--- config.mk ---
export PLATFORM = sky130hd
export DESIGN_NAME = dual_mode_serial_ctrl
export DESIGN_NICKNAME = d
export VERILOG_FILES = /design/src/rtl/dms_pkg.sv /design/src/rtl/dms_sync.sv /design/src/rtl/dms_mode_fsm.sv /design/src/rtl/dms_tx_serial.sv /design/src/rtl/dms_wr_timer.sv /design/src/rtl/dual_mode_serial_ctrl.sv
export SDC_FILE = /design/constraint.sdc
export NUM_CORES = 1
export LEC_CHECK = 0
export BUFFER_PORTS_ARGS = -buffer_cell sky130_fd_sc_hd__buf_2
export CAP_MARGIN = 10
export CORE_ASPECT_RATIO = 1.75
export CORE_MARGIN = 2
export CORE_UTILIZATION = 47
export CTS_CLUSTER_SIZE = 16
export DETAILED_ROUTE_END_ITERATION = 6
export GPL_TIMING_DRIVEN = 0
export PLACE_DENSITY_LB_ADDON = 0.3
export SYNTH_ARGS = -nofsm -noshare
export SYNTH_HDL_FRONTEND = slang
export SYNTH_SLANG_ARGS = --single-unit
--- constraint.sdc ---
create_clock -name clk -period 5.4 [get_ports clk]
set_input_delay 0.27 -clock clk [delete_from_list [all_inputs] [get_ports clk]]
set_output_delay 0.27 -clock clk [all_outputs]
set_load 0.005 [all_outputs]
--- src/rtl/dms_pkg.sv ---
// Shared types for the dual-mode serial controller.
// Assumes: nothing beyond IEEE 1800-2017.
package dms_pkg;
    typedef enum logic {
        MODE_TX    = 1'b0,
        MODE_BIDIR = 1'b1
    } dms_mode_e;
endpackage

--- src/rtl/dms_sync.sv ---
// Multi-flop synchronizer for one asynchronous level.
// Assumes: STAGES >= 2; reset value is 0.
module dms_sync #(
    parameter int STAGES = 2
) (
    input  logic clk,
    input  logic rst_n,
    input  logic async_i,
    output logic lvl_o
);
    logic [STAGES-1:0] chain;

    // First stage samples the raw pin.
    always_ff @(posedge clk) begin
        if (!rst_n) chain[0] <= 1'b0;
        else        chain[0] <= async_i;
    end

    genvar g;
    generate
        for (g = 1; g < STAGES; g++) begin : g_stage
            // Each later stage re-registers its predecessor.
            always_ff @(posedge clk) begin
                if (!rst_n) chain[g] <= 1'b0;
                else        chain[g] <= chain[g-1];
            end
        end
    endgenerate

    assign lvl_o = chain[STAGES-1];
endmodule

--- src/rtl/dms_mode_fsm.sv ---
// Sticky mode register. It leaves transmit-only mode on the first
// falling edge of the synchronized bus clock that was preceded by
// at least MIN_HIGH high cycles. Only reset returns it.
// Assumes: scl_lvl is already synchronous to clk.
module dms_mode_fsm
    import dms_pkg::*;
#(
    parameter int MIN_HIGH = 2
) (
    input  logic      clk,
    input  logic      rst_n,
    input  logic      scl_lvl,
    output dms_mode_e mode_o
);
    localparam int HC_W = $clog2(MIN_HIGH + 1);

    logic            scl_prev;
    logic [HC_W-1:0] high_cnt;
    logic            fall_ok;

    // Remember the previous level and count consecutive high cycles (saturating).
    always_ff @(posedge clk) begin
        if (!rst_n) begin
            scl_prev <= 1'b0;
            high_cnt <= '0;
        end else begin
            scl_prev <= scl_lvl;
            if (!scl_lvl)
                high_cnt <= '0;
            else if (high_cnt < HC_W'(MIN_HIGH))
                high_cnt <= high_cnt + HC_W'(1);
        end
    end

    assign fall_ok = scl_prev && !scl_lvl && (high_cnt >= HC_W'(MIN_HIGH));

    // One-way transition into bidirectional mode.
    always_ff @(posedge clk) begin
        if (!rst_n)       mode_o <= MODE_TX;
        else if (fall_ok) mode_o <= MODE_BIDIR;
    end
endmodule

--- src/rtl/dms_tx_serial.sv ---
// Transmit-only serializer. Each rising edge of the synchronized
// transmit clock latches the bit at the pointer and advances it.
// Order is bytes upward from 0, each MSB first, wrapping at the end.
// Assumes: DATA_W is a power of two; memory read is combinational.
module dms_tx_serial #(
    parameter int ADDR_W = 7,
    parameter int DATA_W = 8
) (
    input  logic              clk,
    input  logic              rst_n,
    input  logic              vclk_lvl,
    input  logic              active_i,
    input  logic [DATA_W-1:0] mem_data_i,
    output logic [ADDR_W-1:0] mem_addr_o,
    output logic              pull_o
);
    localparam int               BIT_W   = $clog2(DATA_W);
    localparam int               PTR_W   = ADDR_W + BIT_W;
    localparam logic [BIT_W-1:0] MSB_IDX = BIT_W'(DATA_W - 1);

    logic             vclk_prev;
    logic [PTR_W-1:0] ptr;
    logic [BIT_W-1:0] bit_idx;
    logic             tx_bit;
    logic             tx_valid;
    logic             step;

    assign bit_idx    = ptr[BIT_W-1:0];
    assign mem_addr_o = ptr[PTR_W-1:BIT_W];
    assign step       = active_i && vclk_lvl && !vclk_prev;

    // Track the previous transmit clock level for edge detection.
    always_ff @(posedge clk) begin
        if (!rst_n) vclk_prev <= 1'b0;
        else        vclk_prev <= vclk_lvl;
    end

    // Latch the current bit and advance the wrapping pointer on each edge.
    always_ff @(posedge clk) begin
        if (!rst_n) begin
            ptr      <= '0;
            tx_bit   <= 1'b1;
            tx_valid <= 1'b0;
        end else if (step) begin
            tx_bit   <= mem_data_i[MSB_IDX - bit_idx];
            tx_valid <= 1'b1;
            ptr      <= ptr + PTR_W'(1);
        end
    end

    assign pull_o = active_i && tx_valid && !tx_bit;
endmodule

--- src/rtl/dms_wr_timer.sv ---
// Write gate and busy timer. It accepts a commit only in bidirectional
// mode, with the transmit clock high and no cycle running, and then
// holds busy for WR_CYCLES clocks.
// Assumes: commit_i is a single-cycle pulse from the slave.
module dms_wr_timer #(
    parameter int WR_CYCLES = 500000
) (
    input  logic clk,
    input  logic rst_n,
    input  logic commit_i,
    input  logic bidir_i,
    input  logic vclk_lvl,
    output logic we_o,
    output logic busy_o
);
    localparam int CNT_W = $clog2(WR_CYCLES + 1);

    logic [CNT_W-1:0] remain;

    assign busy_o = (remain != '0);
    assign we_o   = commit_i && bidir_i && vclk_lvl && !busy_o;

    // Load on an accepted commit, then count down to idle.
    always_ff @(posedge clk) begin
        if (!rst_n)      remain <= '0;
        else if (we_o)   remain <= CNT_W'(WR_CYCLES);
        else if (busy_o) remain <= remain - CNT_W'(1);
    end
endmodule

--- src/rtl/dual_mode_serial_ctrl.sv ---
// Top of the dual-mode serial memory controller. It synchronizes both
// clock pins, keeps the sticky mode, and selects which source may pull
// the shared open-drain line low. The line is never driven high.
// Assumes: the slave byte protocol and the memory array live outside.
module dual_mode_serial_ctrl
    import dms_pkg::*;
#(
    parameter int ADDR_W      = 7,
    parameter int DATA_W      = 8,
    parameter int WR_CYCLES   = 500000,
    parameter int MIN_HIGH    = 2,
    parameter int SYNC_STAGES = 2
) (
    input  logic              clk,
    input  logic              rst_n,
    input  logic              vclk_i,
    input  logic              scl_i,
    input  logic [DATA_W-1:0] mem_data_i,
    input  logic              slv_pull_i,
    input  logic              slv_wr_commit_i,
    output logic [ADDR_W-1:0] mem_addr_o,
    output logic              mem_we_o,
    output logic              slv_en_o,
    output logic              sda_pull_o,
    output logic              mode_bidir_o,
    output logic              wr_busy_o
);
    logic      vclk_lvl;
    logic      scl_lvl;
    dms_mode_e mode;
    logic      bidir;
    logic      tx_pull;

    dms_sync #(.STAGES(SYNC_STAGES)) u_vclk_sync (
        .clk(clk), .rst_n(rst_n), .async_i(vclk_i), .lvl_o(vclk_lvl)
    );

    dms_sync #(.STAGES(SYNC_STAGES)) u_scl_sync (
        .clk(clk), .rst_n(rst_n), .async_i(scl_i), .lvl_o(scl_lvl)
    );

    dms_mode_fsm #(.MIN_HIGH(MIN_HIGH)) u_mode (
        .clk(clk), .rst_n(rst_n), .scl_lvl(scl_lvl), .mode_o(mode)
    );

    assign bidir = (mode == MODE_BIDIR);

    dms_tx_serial #(.ADDR_W(ADDR_W), .DATA_W(DATA_W)) u_tx (
        .clk(clk), .rst_n(rst_n), .vclk_lvl(vclk_lvl), .active_i(!bidir),
        .mem_data_i(mem_data_i), .mem_addr_o(mem_addr_o), .pull_o(tx_pull)
    );

    dms_wr_timer #(.WR_CYCLES(WR_CYCLES)) u_wr (
        .clk(clk), .rst_n(rst_n), .commit_i(slv_wr_commit_i), .bidir_i(bidir),
        .vclk_lvl(vclk_lvl), .we_o(mem_we_o), .busy_o(wr_busy_o)
    );

    // Line owner select: serializer in transmit-only mode, gated slave otherwise.
    always_comb begin
        if (bidir) sda_pull_o = slv_pull_i && !wr_busy_o;
        else       sda_pull_o = tx_pull;
    end

    assign slv_en_o     = bidir && !wr_busy_o;
    assign mode_bidir_o = bidir;
endmodule

==> run_results.csv <==
group,metric,value,unit
power,pwr_density_cell,446,nW/um2
route,drc,0,
floorplan,core-area,3900,um2
route,drt_first_pass_iters,4,
route,antenna_left,0,
global_route,grt_pass1_wl,6190,um
final_layout,largest_register_ffs,19,
power,power_leakage,0.983,nW
clock_network,cts_setup_buffers,0,
setup_path,worstReg2RegEnd,"u_wr.remain[11]",
clock_network,cts.clk_slew.worst_paths,70,ps
global_route,grt_overflow,0,
setup_path,end_kind,"primary output",
timing,setup_ws,2660,ps
floorplan,initial_core_util,49.6,%
synthesis,synth_largest_area_cell,"dfxtp_1",
timing,post-route-period-util,50.7,%
power,ir_drop,0.281,mV
setup_path,required,5130,ps
final_layout,final_common_cell,"dfxtp_1",
setup_path,reg2reg_slack,2990,ps
run_status,status,"finished clean",
final_layout,num_antenna_cells,0,
timing,fin_tns_setup,0,ps
synthesis,synth_cell_types,48,
global_route,track_usage,17.6,%
timing,tightest_slew,917,ps
placed_design,dpl.hpwl,2830,um
route,drt_iter0_markers,27,
min_path,min_path_cells,2,
synthesis,yosysWarnings,0,
route,viasPerCell,5.45,
placed_design,io_buffers,25,
final_layout,top_regs,"u_wr.remain (19), u_tx.ptr (10), u_mode.high_cnt (2)",
placed_design,place_congestion,0.861,
min_path,hold_class,"input pin to flop",
route,wl,3730,um
final_layout,multi_input_area,1020,um2
min_path,min-delay-start,"vclk_i",
synthesis,syn_inst,206,
floorplan,die_h,88.9,um
final_layout,syn2layout_area_growth,15.1,%
synthesis,synth-async-reset-ratio,0,%
synthesis,syn_avg_cell_area,9.40,um2
synthesis,ys.flop_type,"dfxtp_1",
global_route,antenna_found_initial,0,
global_route,grt_pass1_vias,1418,
clock_network,cts_buffers,5,
clock_network,tritoncts,"built",
timing,fin_worst_skew,4.59,ps
clock_network,cts_buffer_depth,2,
final_layout,layout.area.seq,801,um2
final_layout,regMostFlops,"u_wr.remain",
floorplan,die_w,52.5,um
timing,setup_viol,0,
route,wl_per_cell,13.0,um
setup_path,reg2reg_depth,7,
setup_path,cp_max_fo,10,
timing,slew-limit-headroom,38.8,%
synthesis,syn_area,1940,um2
clock_network,htreeDepth,2,
clock_network,clkSinkCount,40,
clock_network,cts_hold_buf,0,
power,total_power,994,uW
global_route,grt_max_degree,13,
final_layout,finalNetCount,256,
floorplan,ios,26,
setup_path,r2r_start,"u_wr.remain[4]",
job,cap_violations,0,
synthesis,synth_edf_count,0,
floorplan,die_area,4670,um2
final_layout,n_fill_cell,374,
timing,hold_viol,0,
final_layout,drive_above_1_share,21.8,%
min_path,holdPathEnd,"u_vclk_sync.chain[0]",
clock_network,clk_latency,290,ps
clock_network,root_buffer,"clkbuf_8",
setup_path,crit_type,"flop to primary output",
route,num_vias,1565,
setup_path,cp-start-kind,"flop",
clock_network,cts-resized-gates,0,
synthesis,synth_area_leaders,"dfxtp_1 41%, xnor2_1 6.8%, and2_1 4.5%",
synthesis,syn-num-nets,224,
placed_design,place_ws,2980,ps
timing,rsz0062_at_grt,"no",
timing,finalMaxSlewViolations,0,
timing,timing.fmax,0.365,GHz
setup_path,arrival,2470,ps
synthesis,synth_top_area_share,41.3,%
floorplan,rows,30,
synthesis,ys_seq_elements,40,
timing,min_period,2740,ps
final_layout,fin_util,57.1,%
final_layout,final_cell_mix,"40 x dfxtp_1, 25 x buf_2, 19 x nor2_1, 17 x nand2_1, 15 x xnor2_1",
synthesis,ys_seq_area_share,41.3,%
## through the flow
step / instances / hold slack, ps / cell area [um2]
floorplan: 206 / 397 / 1940
global placement: 279 / 420 / 2120
detailed placement: 279 / 422 / 2120
CTS: 287 / 187 / 2230
global route: 287 / 182 / 2230
finish: 287 / 189 / 2230
## cell usage after synthesis, drive strengths merged, types with 3 or more instances
cell type and n:
xnor2 15, o31ai 3, nand3 6, inv 8, ha 4, nand2 17
buf 9, nor3b 3, xor2 6, dfxtp 40, nor4 4, and2 15
a211o 3, clkbuf 4, nor2 19, nor3 7, a211oi 3, and3 6
## worst max path at each step
stage,endpoint,startpoint,depth (start not counted),slack [ps]
finish,sda_pull_o,u_wr.remain[4],6,2660
global route,sda_pull_o,u_wr.remain[4],6,2440
CTS,sda_pull_o,u_wr.remain[4],6,2660
detailed placement,sda_pull_o,u_wr.remain[4],6,2980
global placement,sda_pull_o,u_wr.remain[4],6,2960
floorplan,u_wr.remain[15],u_wr.remain[10],7,3220
## power breakdown
part | switching (mW) | leakage, nW | internal (mW)
registers | 0.0430 | 0.327 | 0.337
clock network | 0.100 | 0.0552 | 0.137
logic | 0.214 | 0.601 | 0.162
## worst max-delay path, cell delays in order, from the launching register on
cell,delay [ps]
dfxtp_1,350
nor4_1,590
nand2_1,360
nor3_4,440
inv_4,130
o32ai_1,160
buf_2,160
## area by class of cell
class                   count  share of cell area (%)
multi-input cells         145                    45.6
repair buffers             25                    5.61
flip-flops and latches     40                    35.9
well taps                  48                    2.69
clock buffers               6                    3.25
plain buffers              13                    3.87
clock inverters             2                    1.57
inverters                   8                    1.46
## routing by layer
metal  wire, um  vias to the layer above  track usage [%]  share of wire, %
li1           -                      780                -                 -
met1       1460                      735             19.1                39
met2       1980                       42             31.9                53
met3        203                        8             3.85               5.4
met4         85                        0             7.46               2.3
met5          0                        -                0                 0
## cells by family after synthesis
group	synth area share (%)
adders and majority gates	2.58
muxes	3.36
and+or+nand+nor	25.8
AOI/OAI and AO/OA	11.3
xor gates and xnor gates	9.50
buffers and inverters	6.14
DFF	41.3
Power figures use the tool's default switching activity.
